## config.mk

```make
export PLATFORM = sky130hd
export DESIGN_NAME = regfieldEngine
export DESIGN_NICKNAME = d
export VERILOG_FILES = /design/src/rtl/regfieldPkg.sv /design/src/rtl/regfieldCtrl.sv /design/src/rtl/regfieldDatapath.sv /design/src/rtl/regfieldEngine.sv
export SDC_FILE = /design/constraint.sdc
export NUM_CORES = 1
export LEC_CHECK = 0
export BUFFER_PORTS_ARGS = -buffer_cell sky130_fd_sc_hd__buf_2
export CELL_PAD_IN_SITES_DETAIL_PLACEMENT = 2
export CELL_PAD_IN_SITES_GLOBAL_PLACEMENT = 2
export CORE_MARGIN = 10
export CORE_UTILIZATION = 24
export CTS_BUF_LIST = sky130_fd_sc_hd__clkbuf_4 sky130_fd_sc_hd__clkbuf_8 sky130_fd_sc_hd__clkbuf_16
export DETAILED_ROUTE_END_ITERATION = 8
export GPL_TIMING_DRIVEN = 0
export PLACE_DENSITY_LB_ADDON = 0.1
export SLEW_MARGIN = 20
export SYNTH_ARGS = -nofsm -noshare
export SYNTH_HDL_FRONTEND = slang
export SYNTH_SLANG_ARGS = --single-unit
```

## constraint.sdc

```tcl
create_clock -name clk -period 1.4 [get_ports clk]
set_input_delay 0.14 -clock clk [delete_from_list [all_inputs] [get_ports clk]]
set_output_delay 0.14 -clock clk [all_outputs]
set_load 0.005 [all_outputs]
```

## src/rtl/regfieldPkg.sv

```systemverilog
package regfieldPkg;

  typedef enum logic [3:0] {
    FA_PLAIN     = 4'd0,
    FA_HWUPD     = 4'd1,
    FA_MIRROR    = 4'd2,
    FA_CLR1      = 4'd3,
    FA_RDCLR     = 4'd4,
    FA_PULSE     = 4'd5,
    FA_WRONLY    = 4'd6,
    FA_EITHERCLR = 4'd7,
    FA_HOLE      = 4'd8,
    FA_SEMA      = 4'd9
  } fieldAttr_e;

  localparam int ATTR_COUNT = 10;

  // Behaviour of bit b in register r for a given rotation
  function automatic fieldAttr_e attrOf(input int r, input int b, input int rot);
    return fieldAttr_e'((b + r * rot) % ATTR_COUNT);
  endfunction

  // Per-register access strobes from control to datapath
  typedef struct packed {
    logic rd;
    logic wr;
  } regStrobe_t;

endpackage

```

## src/rtl/regfieldCtrl.sv

```systemverilog
module regfieldCtrl
  import regfieldPkg::*;
#(
  parameter int NUM_REGS = 3,
  parameter int ADDR_W   = 2
) (
  input  logic                      rdEn,
  input  logic                      wrEn,
  input  logic [ADDR_W-1:0]         addr,
  output regStrobe_t [NUM_REGS-1:0] strobes
);

  for (genvar r = 0; r < NUM_REGS; r++) begin : g_dec
    logic hit;
    assign hit          = (addr == ADDR_W'(r));
    assign strobes[r].rd = rdEn & hit;
    assign strobes[r].wr = wrEn & hit;
  end

endmodule

```

## src/rtl/regfieldDatapath.sv

```systemverilog
module regfieldDatapath
  import regfieldPkg::*;
#(
  parameter int NUM_REGS = 3,
  parameter int DATA_W   = 32,
  parameter int ATTR_ROT = 3,
  localparam int TOT_W   = NUM_REGS * DATA_W
) (
  input  logic                      clk,
  input  logic                      rstN,
  input  regStrobe_t [NUM_REGS-1:0] strobes,
  input  logic [DATA_W-1:0]         wrData,
  input  logic [TOT_W-1:0]          hwEvt,
  input  logic [TOT_W-1:0]          hwVal,
  output logic [TOT_W-1:0]          ctrlOut,
  output logic [DATA_W-1:0]         rdData
);

  logic [NUM_REGS-1:0][DATA_W-1:0] readVal;
  logic [DATA_W-1:0]               rdNext;

  for (genvar r = 0; r < NUM_REGS; r++) begin : g_reg
    for (genvar b = 0; b < DATA_W; b++) begin : g_bit
      localparam fieldAttr_e ATTR = attrOf(r, b, ATTR_ROT);
      localparam int IDX = r * DATA_W + b;

      logic stQ;
      logic stD;
      logic unusedTap;

      assign unusedTap = hwEvt[IDX] ^ hwVal[IDX];

      // Next state per behaviour
      if (ATTR == FA_PLAIN || ATTR == FA_WRONLY) begin : g_store
        assign stD = strobes[r].wr ? wrData[b] : stQ;
      end else if (ATTR == FA_HWUPD) begin : g_hwupd
        assign stD = hwEvt[IDX] ? hwVal[IDX] : (strobes[r].wr ? wrData[b] : stQ);
      end else if (ATTR == FA_CLR1) begin : g_clr1
        assign stD = hwEvt[IDX] | (stQ & ~(strobes[r].wr & wrData[b]));
      end else if (ATTR == FA_RDCLR) begin : g_rdclr
        assign stD = hwEvt[IDX] | (stQ & ~strobes[r].rd);
      end else if (ATTR == FA_EITHERCLR) begin : g_either
        assign stD = hwEvt[IDX] | (stQ & ~(strobes[r].rd | (strobes[r].wr & wrData[b])));
      end else if (ATTR == FA_PULSE) begin : g_pulse
        assign stD = strobes[r].wr & wrData[b];
      end else if (ATTR == FA_SEMA) begin : g_sema
        assign stD = (strobes[r].wr & ~wrData[b]) ? 1'b0 : (strobes[r].rd | stQ);
      end else begin : g_none
        assign stD = 1'b0;
      end

      // Read value per behaviour
      if (ATTR == FA_MIRROR) begin : g_rdhw
        assign readVal[r][b] = hwVal[IDX];
      end else if (ATTR == FA_PULSE || ATTR == FA_WRONLY || ATTR == FA_HOLE) begin : g_rdzero
        assign readVal[r][b] = 1'b0;
      end else begin : g_rdstate
        assign readVal[r][b] = stQ;
      end

      always_ff @(posedge clk or negedge rstN) begin
        if (!rstN) stQ <= 1'b0;
        else       stQ <= stD;
      end

      assign ctrlOut[IDX] = stQ;
    end
  end

  always_comb begin
    rdNext = '0;
    for (int r = 0; r < NUM_REGS; r++) begin
      if (strobes[r].rd) rdNext = rdNext | readVal[r];
    end
  end

  always_ff @(posedge clk or negedge rstN) begin
    if (!rstN) rdData <= '0;
    else       rdData <= rdNext;
  end

endmodule

```

## src/rtl/regfieldEngine.sv

```systemverilog
module regfieldEngine
  import regfieldPkg::*;
#(
  parameter int NUM_REGS = 3,
  parameter int DATA_W   = 32,
  parameter int ATTR_ROT = 3,
  localparam int ADDR_W  = (NUM_REGS > 1) ? $clog2(NUM_REGS) : 1,
  localparam int TOT_W   = NUM_REGS * DATA_W
) (
  input  logic              clk,
  input  logic              rstN,
  input  logic [ADDR_W-1:0] addr,
  input  logic              rdEn,
  input  logic              wrEn,
  input  logic [DATA_W-1:0] wrData,
  output logic [DATA_W-1:0] rdData,
  input  logic [TOT_W-1:0]  hwEvt,
  input  logic [TOT_W-1:0]  hwVal,
  output logic [TOT_W-1:0]  ctrlOut
);

  regStrobe_t [NUM_REGS-1:0] strobes;

  regfieldCtrl #(
    .NUM_REGS(NUM_REGS),
    .ADDR_W  (ADDR_W)
  ) u_ctrl (
    .rdEn   (rdEn),
    .wrEn   (wrEn),
    .addr   (addr),
    .strobes(strobes)
  );

  regfieldDatapath #(
    .NUM_REGS(NUM_REGS),
    .DATA_W  (DATA_W),
    .ATTR_ROT(ATTR_ROT)
  ) u_data (
    .clk    (clk),
    .rstN   (rstN),
    .strobes(strobes),
    .wrData (wrData),
    .hwEvt  (hwEvt),
    .hwVal  (hwVal),
    .ctrlOut(ctrlOut),
    .rdData (rdData)
  );

endmodule

```

Yosys cells after proc, flatten, opt, wreduce, memory -nomap -nowiden
Cells that the tools add are included.
Widths: inputs -> output; s select.
{"block": "classes", "muxes": 32, "bitwise": 157, "reduce_logical": 11, "n_eq_ne": 2}
{"operator": "$mux 32", "count": 3}
{"operator": "$and 1x1->1", "count": 74}
{"operator": "$or 32x32->32", "count": 2}
{"operator": "$or 1x1->1", "count": 49}
{"operator": "$not 1->1", "count": 32}
{"operator": "$mux 1", "count": 29}
{"operator": "$reduce_bool 2->1", "count": 10}
{"operator": "$eq 2x1->1 const B", "count": 1}
{"operator": "$eq 2x2->1 const B", "count": 1}
{"operator": "$logic_not 2->1", "count": 1}
{"block": "totals", "word_cells": 281, "register_bits": 110, "out_inout_bits": 128}

Logic depth before layout (Yosys ltp)
{"block": "logic_depth", "ltp_word": 7, "depth_mapped": 6, "depth_no_buf": 3}

Hierarchy
Synthesis repeated with hierarchy kept, for this count alone.
{"block": "unflattened", "cells_unflattened": 410, "hier_area_um2": 4877.2}
{"mod": "regfieldDatapath", "area_per_inst_um2": 4827.1, "cells_per_inst": 404, "seq_area_each_um2": 2752.6, "n_inst": 1}
{"mod": "regfieldCtrl", "area_per_inst_um2": 50.0, "cells_per_inst": 6, "seq_area_each_um2": 0.0, "n_inst": 1}

Worst setup path before layout
Ideal clock, no wire load.
{"block": "synth_timing", "path_type": "input to register", "from": "input addr[0]", "to": "register u_data.g_reg[0].g_bit[17].stQ", "cell_stages": 4, "path_slack_ns": 0.305, "arrival_ns": 0.975, "setup_ns": 0.120, "t_required_ns": 1.280, "path_buffers": 2, "cell_sequence": "buf_4 > or3b_1 > buf_2 > a31o_1"}
{"block": "synth_between", "elab_chain_len": 7, "elab_cells_between_ends": 8, "cone_classes": "7 x bitwise; 1 x reduce/logical"}
{"element": "start, declared", "line_no": "regfieldEngine.sv:12", "text": "input logic [ADDR_W-1:0] addr,"}
{"element": "$logic_not 2->1 (*)", "line_no": "regfieldCtrl.sv:15", "text": "assign hit = (addr == ADDR_W'(r));"}
{"element": "$and 1x1->1", "line_no": "regfieldCtrl.sv:17", "text": "assign strobes[r].wr = wrEn & hit;"}
{"element": "$and 1x1->1", "line_no": "regfieldDatapath.sv:43", "text": "assign stD = hwEvt[IDX] | (stQ & ~(strobes[r].rd | (strobes[r].wr & wrData[b])));"}
{"element": "$or 1x1->1 (*)", "line_no": "regfieldDatapath.sv:43"}
{"element": "$not 1->1 (*)", "line_no": "regfieldDatapath.sv:43"}
{"element": "$and 1x1->1 (*)", "line_no": "regfieldDatapath.sv:43"}
{"element": "$or 1x1->1 (*)", "line_no": "regfieldDatapath.sv:43"}
{"element": "via u_data.g_reg[0].g_bit[17].stD", "line_no": "regfieldDatapath.sv:28", "text": "logic stD;"}
{"element": "end signal, assigned", "line_no": "regfieldDatapath.sv:63", "text": "else stQ <= stD;"}
{"element": "end, declared", "line_no": "regfieldDatapath.sv:27", "text": "logic stQ;"}
Mark *: on every way through the listed nets, which the timed path passes. The rest lies on a longest branch.
A chain may end at the register's enable or synchronous reset.

Final worst setup path
{"block": "layout_timing", "from": "input addr[1]", "to": "register u_data.g_reg[2].g_bit[31].stQ"}
{"block": "layout_between", "elab_chain_len": 7, "elab_cells_between_ends": 8, "cone_classes": "1 x eq/ne; 7 x bitwise"}
{"element": "$eq 2x2->1 (*)", "line_no": "regfieldCtrl.sv:15"}
{"element": "$and 1x1->1", "line_no": "regfieldCtrl.sv:17"}
{"element": "$and 1x1->1", "line_no": "regfieldDatapath.sv:43"}
{"element": "$or 1x1->1 (*)", "line_no": "regfieldDatapath.sv:43"}
{"element": "$not 1->1 (*)", "line_no": "regfieldDatapath.sv:43"}
{"element": "$and 1x1->1 (*)", "line_no": "regfieldDatapath.sv:43"}
{"element": "$or 1x1->1 (*)", "line_no": "regfieldDatapath.sv:43"}
{"element": "via u_data.g_reg[2].g_bit[31].stD", "line_no": "regfieldDatapath.sv:28"}
{"element": "end signal, assigned", "line_no": "regfieldDatapath.sv:63"}
{"element": "end, declared", "line_no": "regfieldDatapath.sv:27"}
Marks and branches as above.

==> reports/metrics.yaml <==
ir_drop_v: 0.000426
crit_family: "buffers and inverters"
hold_viol: 0
synthMuxAreaShare_pct: 1.98
netlist_instances: 472
finalCritPeriodShare_pct: 89.5
syn_avg_cell_area_sq_um: 10.7
fin_crit_ns: 1.25
worstPathMaxFanout: 10
synth_seq_area_share_pct: 54.5
crit_type: "primary input to flop"
wirelength_met1_mm: 7.92
synthDistinctLibCells: 25
drt_first_iter_violations: 104
grt_pass1_vias: 5008
dp.cells: 966
cp_num_buf_inv: 3
final_cell_mix: "217 x buf_2, 110 x dfrtp_1, 101 x nand2_1"
numPortBuffers: 206
syn_area_sq_um: 5050
hpwl_mm: 14.8
grt_pass1_wl_mm: 29.1
io_pins: 358
final_cells: 1027
clkSinkCount: 110
fin_skew_ns: 0.00681
place.gp.congestion: 0.734
max_slew_margin_pct: 60.8
dr_total_vias: 4257
worstHoldPathType: "primary input to flop"
antenna_found_initial: 3
layout_setup_ws_ns: 0.147
drv_cap: 0
yosysWarnings: 0
synth-seq-cells: 110
cts_made_buffers: 9
placed_area_sq_um: 6520
synthAdderAreaFrac_pct: 0
finalSetupViolCount: 0
slowest_stage: "nand3b_1"
drv_slew: 0
pre_cts_ws_ns: -0.251
power_mw: 7.87
dr.pass1.iters: 4
start_util_pct: 24.6
setup_tns_ns: 0
cp-end-kind: "flop"
area_delta_synth_final_pct: 43.9
fin_util_pct: 35.4
antenna_left: 0
p_leak_nw: 3.73
wl_mm: 19.1
core_sq_um: 20500
top_layer: "met5"
cp.arrival_ns: 1.48
grt.overflow.total: 0
nNetsFinal: 981
htree_levels: 3
die_area_sq_um: 27200
rows: 52
cp_cell_sequence: "buf_2 -> buf_4 -> buf_6 -> nand3b_1 -> a31o_1"
wire_per_inst_microns: 18.6
rsz0062_at_grt: "false"
die_h_microns: 165
startpoint_type: "primary input"
die_width_microns: 165
grt_usage_pct: 14.0
synth-simple-area-share_pct: 14.0
synth_top_family_by_area: "buffers and inverters"
cpPeakStageDelay_ns: 0.45
cts_buffer_depth: 2
hold_ws_ns: 0.0185
cp_data_required_time_ns: 1.63
wl_met3_mm: 1.75
cts_setup_buffers: 0
outcome: "complete, no violations"
worst_slew_pin_slew_ns: 0.586
final_common_cell: "buf_2"
max_freq_ghz: 0.798
clockRootBuffer: "clkbuf_16"
cts_resized: 0
drcViolationCount: 0
layout-drive-gt1-share_pct: 45.6
cts.clk_slew.worst_paths_ns: 0.08
stdcell_area_sq_um: 7260
grt_max_degree: 64
clk_latency_ns: 0.35
tritoncts: "yes"
viasPerCell: 4.15
wl_met2_mm: 9.25
power.density_nw_per_um2: 1080
synth_xor_area_share_pct: 0
synth-compound-area-share_pct: 12.6
## layer usage
layer	track usage (%)	vias to the layer above
li1	-	1995
met3	5.23	15
met5	0	-
met1	16.7	2100
met2	23.7	143
met4	2.94	4
## cells in the mapped netlist
cell | instances | area (sq um)
nor3b_2 | 1 | 12.5
nor2b_1 | 11 | 68.8
a31o_2 | 3 | 26.3
and2_1 | 16 | 100
buf_6 | 2 | 22.5
a22o_1 | 16 | 140
or3b_1 | 2 | 17.5
dfrtp_1 | 110 | 2750
clkbuf_1 | 4 | 15.0
a31o_1 | 7 | 61.3
a21oi_1 | 19 | 95.1
or2_1 | 8 | 50.1
mux2i_1 | 10 | 100
nor3b_4 | 1 | 18.8
buf_4 | 100 | 751
and3b_1 | 3 | 26.3
a21o_1 | 20 | 150
conb_1 | 1 | 3.75
a21boi_1 | 10 | 75.1
or2_2 | 2 | 12.5
buf_2 | 12 | 60.1
nand3b_1 | 3 | 22.5
o22a_1 | 9 | 78.8
nand2_1 | 101 | 379
a21oi_2 | 1 | 8.76
## power breakdown
| part | total (mW) | internal (mW) | switching [mW] |
|---|---|---|---|
| Clock | 2.69 | 1.45 | 1.24 |
| Sequential | 3.63 | 3.45 | 0.184 |
| Combinational | 1.54 | 0.881 | 0.664 |
| Total | 7.87 | 5.78 | 2.09 |
## cells by family after synthesis
kind of cell           count (synthesis)
other                                  1
muxes                                 10
buffers and inverters                118
DFF                                  110
AOI/OAI and AO/OA                     85
and+or+nand+nor                      148
## worst reg2reg max path: stages, from the launching register on
cell,delay [ns]
dfrtp_1,0.39
mux2i_1,0.09
or2_2,0.27
a21boi_1,0.12
## cell type report
class | count | area, sq um
repair buffers | 251 | 1510
clock buffers | 10 | 239
well taps | 270 | 338
diodes | 1 | 2.50
fillers | 2275 | 13200
clock inverters | 6 | 67.6
multi-input cells | 261 | 1510
flip-flops and latches | 110 | 2750
plain buffers | 118 | 848
## registers in the layout, indices dropped and copies added, names as in the netlist
register,cells
u_data.rdData,32
u_data.g.g_bit.stQ,78
## worst paths after layout
path                       depth (start not counted)  slack [ns]                                      start                                         to
setup / recovery                                   5        0.15                                    addr[1]    u_data.g_reg[2].g_bit[31].stQ$_DFF_PN0_
hold / removal                                     3        0.02                                 wrData[27]  u_data.g_reg[1].g_bit[27].stQ$_DFFE_PN0N_
setup reg to reg                                   3        0.46     u_data.g_reg[2].g_bit[1].stQ$_DFF_PN0_                 u_data.rdData[1]$_DFF_PN0_
hold reg to reg                                    2        0.48  u_data.g_reg[1].g_bit[13].stQ$_DFFE_PN0N_  u_data.g_reg[1].g_bit[13].stQ$_DFFE_PN0N_
max in group asynchronous                          3        0.42                                       rstN     u_data.g_reg[0].g_bit[4].stQ$_DFF_PN0_
min in group asynchronous                          2        0.29                                       rstN                u_data.rdData[15]$_DFF_PN0_
## timing repair
action	CTS	global route
setup endpoints to repair	0	0
endpoints found under the hold margin	89	1
hold buffers	43	1
No activity file was read; power rests on OpenSTA's default activity.
